**src/rtl/ck_pkg.sv**
```systemverilog
package ck_pkg;
    parameter int unsigned NUM_SLOTS = 4;
    parameter int unsigned KEY_W     = 128;
    parameter int unsigned WORD_W    = 32;
    parameter int unsigned REG_AW    = 2;

    localparam int unsigned WORDS  = KEY_W / WORD_W;
    localparam int unsigned SLOT_W = $clog2(NUM_SLOTS);
    localparam int unsigned PTR_W  = $clog2(WORDS);
    localparam int unsigned IDX_LSB = 4;

    localparam logic [REG_AW-1:0] ADDR_INDEX = REG_AW'(0);
    localparam logic [REG_AW-1:0] ADDR_DATA  = REG_AW'(1);

    typedef enum logic [1:0] {
        SRC_SLOT,
        SRC_PAYLOAD,
        SRC_OTP,
        SRC_BLOCKED
    } key_src_e;

    typedef struct packed {
        logic              we;
        logic [SLOT_W-1:0] slot;
        logic [PTR_W-1:0]  word;
        logic [WORD_W-1:0] data;
    } key_wr_t;

    function automatic key_src_e pick_src(input logic want_otp,
                                          input logic want_pay,
                                          input logic otp_ok);
        if (want_otp)      return otp_ok ? SRC_OTP : SRC_BLOCKED;
        else if (want_pay) return SRC_PAYLOAD;
        else               return SRC_SLOT;
    endfunction
endpackage

```
**src/rtl/ck_regif.sv**
```systemverilog
module ck_regif
    import ck_pkg::*;
(
    input  logic              clk,
    input  logic              rst,
    input  logic              reg_wr,
    input  logic [REG_AW-1:0] reg_addr,
    input  logic [WORD_W-1:0] reg_wdata,
    output logic [WORD_W-1:0] reg_rdata,
    output key_wr_t           wr
);
    logic [SLOT_W-1:0] idx_q;
    logic [PTR_W-1:0]  ptr_q;
    logic              wr_index;
    logic              wr_data;

    assign wr_index = reg_wr && (reg_addr == ADDR_INDEX);
    assign wr_data  = reg_wr && (reg_addr == ADDR_DATA);

    always_ff @(posedge clk) begin
        if (rst) begin
            idx_q <= '0;
            ptr_q <= '0;
        end else if (wr_index) begin
            idx_q <= reg_wdata[IDX_LSB +: SLOT_W];
            ptr_q <= '0;
        end else if (wr_data) begin
            ptr_q <= ptr_q + PTR_W'(1);
        end
    end

    always_comb begin
        wr.we   = wr_data;
        wr.slot = idx_q;
        wr.word = ptr_q;
        wr.data = reg_wdata;
    end

    // Only the index register is ever readable; key words never are.
    always_comb begin
        reg_rdata = '0;
        if (reg_addr == ADDR_INDEX) begin
            reg_rdata[IDX_LSB +: SLOT_W] = idx_q;
            reg_rdata[PTR_W-1:0]         = ptr_q;
        end
    end

    p_ptr_step_r3: assert property (@(posedge clk) disable iff (rst)
        wr_data |=> ptr_q == PTR_W'($past(ptr_q) + PTR_W'(1)));

    p_idx_clear_ptr_r4: assert property (@(posedge clk) disable iff (rst)
        wr_index |=> (ptr_q == '0) && (idx_q == $past(reg_wdata[IDX_LSB +: SLOT_W])));

    p_data_hidden_r6: assert property (@(posedge clk) disable iff (rst)
        (reg_addr == ADDR_DATA) |-> reg_rdata == '0);
endmodule

```
**src/rtl/ck_store.sv**
```systemverilog
module ck_store
    import ck_pkg::*;
(
    input  logic                            clk,
    input  logic                            rst,
    input  key_wr_t                         wr,
    input  logic                            otp_strobe,
    input  logic [KEY_W-1:0]                otp_key,
    output logic [NUM_SLOTS-1:0][KEY_W-1:0] slots,
    output logic [KEY_W-1:0]                otp_q,
    output logic                            otp_valid
);
    for (genvar s = 0; s < NUM_SLOTS; s++) begin : g_slot
        for (genvar w = 0; w < WORDS; w++) begin : g_word
            always_ff @(posedge clk) begin
                if (rst)
                    slots[s][w*WORD_W +: WORD_W] <= '0;
                else if (wr.we && wr.slot == SLOT_W'(s) && wr.word == PTR_W'(w))
                    slots[s][w*WORD_W +: WORD_W] <= wr.data;
            end
        end

        p_slot_hold_r11: assert property (@(posedge clk) disable iff (rst)
            !(wr.we && wr.slot == SLOT_W'(s)) |=> $stable(slots[s]));
    end

    always_ff @(posedge clk) begin
        if (rst) begin
            otp_q     <= '0;
            otp_valid <= 1'b0;
        end else if (otp_strobe) begin
            otp_q     <= otp_key;
            otp_valid <= 1'b1;
        end
    end

    p_otp_capture_r7: assert property (@(posedge clk) disable iff (rst)
        otp_strobe |=> otp_valid && (otp_q == $past(otp_key)));
endmodule

```
**src/rtl/ck_select.sv**
```systemverilog
module ck_select
    import ck_pkg::*;
(
    input  logic                            clk,
    input  logic                            rst,
    input  logic                            sel_otp,
    input  logic                            sel_payload,
    input  logic [SLOT_W-1:0]               sel_slot,
    input  logic [KEY_W-1:0]                payload_key,
    input  logic [NUM_SLOTS-1:0][KEY_W-1:0] slots,
    input  logic [KEY_W-1:0]                otp_q,
    input  logic                            otp_valid,
    output logic [KEY_W-1:0]                key_out,
    output logic                            key_err
);
    key_src_e src;

    assign src = pick_src(sel_otp, sel_payload, otp_valid);

    always_comb begin
        key_err = 1'b0;
        unique case (src)
            SRC_OTP:     key_out = otp_q;
            SRC_PAYLOAD: key_out = payload_key;
            SRC_SLOT:    key_out = slots[sel_slot];
            default: begin
                key_out = '0;
                key_err = 1'b1;
            end
        endcase
    end

    p_err_blank_r8: assert property (@(posedge clk) disable iff (rst)
        key_err |-> (key_out == '0) && sel_otp && !otp_valid);

    p_payload_pass_r9: assert property (@(posedge clk) disable iff (rst)
        (sel_payload && !sel_otp) |-> (key_out == payload_key) && !key_err);
endmodule

```
**src/rtl/cipher_key_store.sv**
```systemverilog
module cipher_key_store
    import ck_pkg::*;
(
    input  logic                     clk,
    input  logic                     rst,
    input  logic                     reg_wr,
    input  logic [REG_AW-1:0]        reg_addr,
    input  logic [WORD_W-1:0]        reg_wdata,
    output logic [WORD_W-1:0]        reg_rdata,
    input  logic                     otp_strobe,
    input  logic [KEY_W-1:0]         otp_key,
    input  logic                     sel_otp,
    input  logic                     sel_payload,
    input  logic [SLOT_W-1:0]        sel_slot,
    input  logic [KEY_W-1:0]         payload_key,
    output logic [KEY_W-1:0]         key_out,
    output logic                     key_err
);
    key_wr_t                         wr;
    logic [NUM_SLOTS-1:0][KEY_W-1:0] slots;
    logic [KEY_W-1:0]                otp_q;
    logic                            otp_valid;

    ck_regif u_regif (
        .clk       (clk),
        .rst       (rst),
        .reg_wr    (reg_wr),
        .reg_addr  (reg_addr),
        .reg_wdata (reg_wdata),
        .reg_rdata (reg_rdata),
        .wr        (wr)
    );

    ck_store u_store (
        .clk        (clk),
        .rst        (rst),
        .wr         (wr),
        .otp_strobe (otp_strobe),
        .otp_key    (otp_key),
        .slots      (slots),
        .otp_q      (otp_q),
        .otp_valid  (otp_valid)
    );

    ck_select u_select (
        .clk         (clk),
        .rst         (rst),
        .sel_otp     (sel_otp),
        .sel_payload (sel_payload),
        .sel_slot    (sel_slot),
        .payload_key (payload_key),
        .slots       (slots),
        .otp_q       (otp_q),
        .otp_valid   (otp_valid),
        .key_out     (key_out),
        .key_err     (key_err)
    );
endmodule

```
**config.mk**
```make
export PLATFORM = sky130hd
export DESIGN_NAME = cipher_key_store
export DESIGN_NICKNAME = d
export VERILOG_FILES = /design/src/rtl/ck_pkg.sv /design/src/rtl/ck_regif.sv /design/src/rtl/ck_store.sv /design/src/rtl/ck_select.sv /design/src/rtl/cipher_key_store.sv
export SDC_FILE = /design/constraint.sdc
export NUM_CORES = 1
export LEC_CHECK = 0
export ABC_CLOCK_PERIOD_IN_PS = 2500
export BUFFER_PORTS_ARGS = -buffer_cell sky130_fd_sc_hd__clkbuf_2
export CAP_MARGIN = 10
export CELL_PAD_IN_SITES_DETAIL_PLACEMENT = 1
export CELL_PAD_IN_SITES_GLOBAL_PLACEMENT = 2
export CORE_MARGIN = 1.5
export CORE_UTILIZATION = 40
export DETAILED_ROUTE_END_ITERATION = 6
export GPL_ROUTABILITY_DRIVEN = 0
export PLACE_DENSITY = 0.89
export SLEW_MARGIN = 20
export SYNTH_ARGS = -nofsm -noshare
export SYNTH_HDL_FRONTEND = slang
export SYNTH_SLANG_ARGS = --single-unit
```
**constraint.sdc**
```tcl
create_clock -name clk -period 2.5 [get_ports clk]
set_input_delay 0.125 -clock clk [delete_from_list [all_inputs] [get_ports clk]]
set_output_delay 0.125 -clock clk [all_outputs]
set_load 0.02 [all_outputs]
```
==> flow_metrics.tcl, run 1 <==
set metrics [dict create \
    worstPathRequired_ns 3.07 \
    drt.antenna.violating_nets 0 \
    routedWlPerCell_um 22.7 \
    drt_pre_antenna_iters 5 \
    grt_pass1_vias 26100 \
    seq_power_share 0.443 \
    drcViolationCount 0 \
    ys_seq_area_frac 0.425 \
    drv_slew 0 \
    cp.arrival_ns 2.86 \
    switching_power_mw 5.90 \
    hpwl_um 62800 \
    min-delay-start "reg_wdata[14]" \
    overflow 0 \
    via_count 23200 \
    cts_tree "done" \
    slowest_stage "dlygate4sd3_1" \
    vdd_ir_drop_max_v 0.000443 \
    synth-edff-count 0 \
    synth_ff_type "dfxtp_1" \
    syn_avg_cell_area_um2 10.7 \
    io_pins 459 \
    min_path_type "in -> reg" \
    fp.dieArea_um2 77600 \
    cp-startpoint "u_regif.ptr_q[0]" \
    postCtsSetupBuffers 0 \
    path_max_fanout 5 \
    row_count 100 \
    drive_above_1_share 0.236 \
    postRouteWirelength_um 97900 \
    cts_buffers 74 \
    grt_pass1_wl_um 151000 \
    worstMarginPinSlew_ns 0.923 \
    initial_utilization 0.406 \
    finalClockSkew_ns 0.0307 \
    critPathCaptureType "register" \
    clock_latency_ns 0.63 \
    fin_ws_ns 0.208 \
    slew_headroom 0.384 \
    htreeDepth 3 \
    rsz0062_at_grt "false" \
    fmaxAchievable_mhz 436 \
    clk_pin_slew_ns 0.06 \
    p_per_area_nw_per_um2 642 \
    port_buffers 430 \
    pwr-share-comb 0.095 \
    grt_max_degree 162 \
    antenna_found_initial 5 \
    dieWidth_um 279 \
    path_buf_inv 3 \
    coreArea_um2 74800 \
    cts_root_buf "clkbuf_16" \
    max_cap_violations 0 \
    crit_path_frequent_cell "dlygate4sd3_1" \
    critPathKind "reg -> reg" \
    preCtsSetupSlack_ns 0.417 \
    r2r_start "u_regif.ptr_q[0]" \
    synthToLayoutAreaGrowth_pct 21.7 \
    sw_frac_of_total 0.248 \
    period_minus_slack_ns 2.29 \
    synthCells 2848 \
    critical-path-max-stage-delay_ns 0.59 \
    drt-initial-drc-count 1121 \
    p_int_mw 17.9 \
    die_y_um 279 \
    synth_seq_cells 645 \
    p_clk_frac 0.463 \
    crit_family "buffers and inverters" \
    critPathLaunchType "register" \
    p_leak_nw 18.0 \
    via_per_inst 5.38 \
    yosysUniqueCellTypes 28 \
    yosysWarnings 0 \
    status "complete, no violations" \
    syn-cell-area_um2 30400 \
    setup-tns-final_ns 0 \
    fin_crit_sh 0.917 \
    placedCellCount 4037 \
    gr-usage-all-layers 0.248 \
    nets 3588 \
    worstPathCellList "inv_1 > ha_1 > nand4b_1 > dlygate4sd3_1 > a21oi_1 > dlygate4sd3_1" \
    total_power_mw 23.7 \
    setup_violations 0 \
    timing.hold.ws_ns 0.0269 \
    clkSinkCount 645 \
    async_reset_ff_frac 0 \
    hold_viol 0 \
    clockBufferDepth 3 \
    final_cells 4319 \
]
==> layer usage <==
layer,GRT usage,vias to the layer above,part of all wire
met5,0,-,0.00012
met4,0.101,2,0.035
met3,0.0267,176,0.031
met2,0.457,519,0.52
met1,0.293,11900,0.41
li1,-,10700,-
==> cell type report <==
cell class / instances / area, µm²
diodes: 5 / 12.5
clock buffers: 105 / 2190
clock inverters: 30 / 282
fillers: 8085 / 37900
inverters: 2 / 7.51
multi-input cells: 1903 / 15800
flip-flops and latches: 645 / 12900
well taps: 969 / 1210
repair buffers: 660 / 4570
==> path summary, 6_finish.rpt <==
check,endpoint,slack [ns],depth (start not counted)
worst max-delay path,u_regif.ptr_q[1],0.21,6
worst min-delay path,u_store.slots[366],0.03,4
worst max register to register,u_regif.ptr_q[1],0.21,6
worst min register to register,u_store.slots[252],0.47,2
==> cell families (layout without fill, tap and decap cells) <==
| logic type | after synthesis | in the layout | share of synthesized area |
|---|---|---|---|
| compound gates | 130 | 130 | 0.0372 |
| fa+ha+maj | 4 | 4 | 0.00165 |
| buf+inv | 327 | 797 | 0.0598 |
| flops | 645 | 645 | 0.425 |
| mux | 770 | 770 | 0.306 |
| other cells | 1 | 33 | 0.000123 |
| simple gates | 971 | 971 | 0.170 |
==> worst reg2reg max path: stages (launching register included) <==
cell           delay (ns)
dfxtp_1              0.42
inv_1                0.12
ha_1                 0.30
nand4b_1             0.09
dlygate4sd3_1        0.57
a21oi_1              0.14
dlygate4sd3_1        0.59
==> layout by cell type (no fill, tap or decap), types with 11 or more instances in the layout <==
cell / instances
clkbuf_16: 77
nand2_2: 11
nor2_1: 134
nand2_1: 258
dlygate4sd3_1: 142
buf_4: 65
buf_12: 24
nand2b_1: 545
mux2i_1: 642
clkinv_2: 20
conb_1: 28
clkbuf_2: 425
dfxtp_1: 644
clkbuf_1: 12
a32oi_1: 128
clkbuf_8: 18
mux4_2: 128
==> state kept, by name (all words and copies together), names as in the netlist <==
register,count
u_regif.idx_q,2
u_regif.ptr_q,2
u_store.otp_valid,1
u_store.otp_q,128
u_store.slots,512
==> power by group through the flow <==
stage | Sequential (mW) | Clock (mW) | Combinational, mW
6_report | 10.5 | 11.0 | 2.24
5_1_grt | 10.5 | 11.6 | 2.40
4_1_cts | 10.5 | 11.2 | 2.25
3_5_place_dp | 10.7 | 0 | 2.06
3_3_place_gp | 10.7 | 0 | 2.01
2_1_floorplan | 10.7 | 0 | 1.31
==> Yosys cell counts (2+ instances only) <==
master    number  area [µm²]
nor3_1         2        10.0
inv_1          2        7.51
mux2i_1      642        6430
buf_2         66         330
buf_6         35         394
ha_1           4        50.1
and2_4         2        17.5
nand3_4        4        70.1
clkbuf_1     151         567
and2_1         2        12.5
nor2_1       135         507
nand2b_1     545        3410
buf_1          8        30.0
nand2_1      258         968
nor2b_1        4        25.0
buf_4         65         488
a21oi_1        2        10.0
mux4_2       128        2880
nand2_2       11        68.8
and4b_1        3        30.0
a32oi_1      128        1120
dfxtp_1      645       12900
==> what timing repair did <==
action	in CTS	in global routing
hold endpoints to repair	150	0
gates resized for setup	0	0
hold buffers	142	0
==> metrics by stage <==
| stage | utilization | cell area [µm²] |
|---|---|---|
| final | 0.494 | 37000 |
| after global routing | 0.494 | 37000 |
| after CTS | 0.494 | 37000 |
| after detailed placement | 0.442 | 33100 |
| after global placement | 0.442 | 33100 |
| after floorplan | - | 30500 |
Note: power is estimated with default switching activity, not from simulation.
==> run 2, diff against run 1 <==
- CORE_UTILIZATION: 40 -> 35
- PLACE_DENSITY: 0.89 -> 0.79
==> run 2 against run 1 <==
Clock power is essentially flat. Via count shrank 1.1%. Sequential cell count is the same. Wire length grew 1.3%. Clock skew shrank 0.015 ns. Final area grew 0.68%. Sequential share of layout area shrank 0.24 points. Critical endpoint is now key_out[58]. Largest cell class unchanged.
==> flow_metrics.tcl, run 2 (same netlist as run 1, synthesis figures left out) <==
set metrics [dict create \
    p_per_area_nw_per_um2 637 \
    reg_top3 "u_store.slots (512), u_store.otp_q (128)" \
    max_cap_violations 0 \
    fp.dieArea_um2 88600 \
    regMostFlops "u_store.slots" \
    row_count 107 \
    cts-resized-gates 0 \
    drcViolationCount 0 \
    die_y_um 298 \
    initial_utilization 0.355 \
    drt_pre_antenna_iters 5 \
    cp.arrival_ns 2.13 \
    via_per_inst 5.13 \
    worstPathRequired_ns 2.38 \
    critPathKind "reg -> out" \
    layout_common_cells "644 x dfxtp_1, 642 x mux2i_1, 545 x nand2b_1" \
    drive_above_1_share 0.234 \
    grt_max_degree 179 \
    preCtsSetupSlack_ns 0.521 \
    io_pins 459 \
    overflow 0 \
    vdd_ir_drop_max_v 0.000435 \
    min_path_type "in -> reg" \
    cts_tree "done" \
    postRouteWirelength_um 99100 \
    critPathCaptureType "primary output" \
    finalClockSkew_ns 0.0156 \
    largest_reg_flops 512 \
    via_count 23000 \
    coreArea_um2 85500 \
    p_int_mw 18.0 \
    period_minus_slack_ns 2.25 \
    setup-tns-final_ns 0 \
    cts_root_buf "clkbuf_16" \
    antenna_found_initial 3 \
    hold_viol 0 \
    clk_pin_slew_ns 0.06 \
    clock_latency_ns 0.61 \
    fmaxAchievable_mhz 444 \
    grt_pass1_wl_um 152000 \
    routedWlPerCell_um 22.1 \
    drt.antenna.violating_nets 0 \
    hpwl_um 64700 \
    gr-usage-all-layers 0.220 \
    drt-initial-drc-count 956 \
    nets 3588 \
    final_common_cell "dfxtp_1" \
    fin_crit_sh 0.901 \
    dieWidth_um 298 \
    p_clk_frac 0.461 \
    p_leak_nw 18.0 \
    status "complete, no violations" \
    setup_violations 0 \
    switching_power_mw 5.76 \
    path_max_fanout 60 \
    seq_power_share 0.444 \
    critPathLaunchType "register" \
    synthToLayoutAreaGrowth_pct 22.5 \
    clkSinkCount 645 \
    rsz0062_at_grt "false" \
    sw_frac_of_total 0.243 \
    cts_buffers 75 \
    fin_ws_ns 0.248 \
    slew_headroom 0.415 \
    drv_slew 0 \
    pwr-share-comb 0.095 \
    clockBufferDepth 3 \
    grt_pass1_vias 25600 \
    worstMarginPinSlew_ns 0.878 \
    port_buffers 430 \
    htreeDepth 3 \
]
run 2: cell types whose count changed in the layout (fill, tap and decap cells not counted), sizes merged:
cell,delta
dlygate4sd3,-4
bufinv,+2
clkinv,-14
buf,+2
clkinvlp,+2
diode,-3
clkbuf,+3
run 2: critical path, stage by stage (launching register included):
cell	delay [ns]
dfxtp_4	0.62
buf_12	0.36
a32oi_1	0.16
nand2_1	0.13
clkbuf_2	0.18
run 2: per-layer routing:
metal | vias up | GRT usage | routed length [µm]
met5 | - | 0 | 0
met4 | 0 | 0.0691 | 2940
met3 | 154 | 0.0273 | 2660
met2 | 423 | 0.410 | 51600
met1 | 11800 | 0.259 | 41900
li1 | 10600 | - | -
run 2: repair_timing:
action	4_1_cts	5_1_grt
hold endpoints to repair	137	0
endpoints found under the setup margin	0	0
hold buffers	138	0
buffers inserted	0	0
run 2: worst paths after layout:
path	slack (ns)	cells after the start	startpoint	endpoint
setup / recovery	0.25	4	u_store.otp_valid	key_out[58]
hold / removal	0.03	4	reg_wdata[24]	u_store.slots[504]
setup reg to reg	0.52	6	u_regif.ptr_q[0]	u_store.slots[476]
hold reg to reg	0.47	2	u_store.slots[318]	u_store.slots[318]
run 2: cell type report:
| type | instances | area [µm²] |
|---|---|---|
| fill | 9310 | 48300 |
| multi-input combinational | 1903 | 15800 |
| sequential | 645 | 12900 |
| timing repair buffer | 659 | 4670 |
| clock buffer | 107 | 2180 |
| tap | 1144 | 1430 |
| clock inverter | 20 | 238 |
| inverter | 2 | 7.51 |
| antenna | 2 | 5.00 |
run 2: stage by stage:
step	cells	cell area (µm²)	utilization	total power [mW]	hold WS, ns
floorplan	2875	30500	-	12.0	0.272
global placement	4215	33400	0.391	12.8	0.361
detailed placement	4215	33400	0.391	12.9	0.373
CTS	4480	37200	0.435	24.0	0.00219
global route	4482	37200	0.435	24.6	0.0262
finish	4482	37200	0.435	23.7	0.0297
run 2: power groups by stage:
stage | combinational (mW) | sequential, mW | clock (mW)
floorplan | 1.31 | 10.7 | 0
global placement | 2.05 | 10.7 | 0
detailed placement | 2.10 | 10.8 | 0
CTS | 2.28 | 10.5 | 11.2
global route | 2.41 | 10.5 | 11.7
finish | 2.25 | 10.5 | 10.9
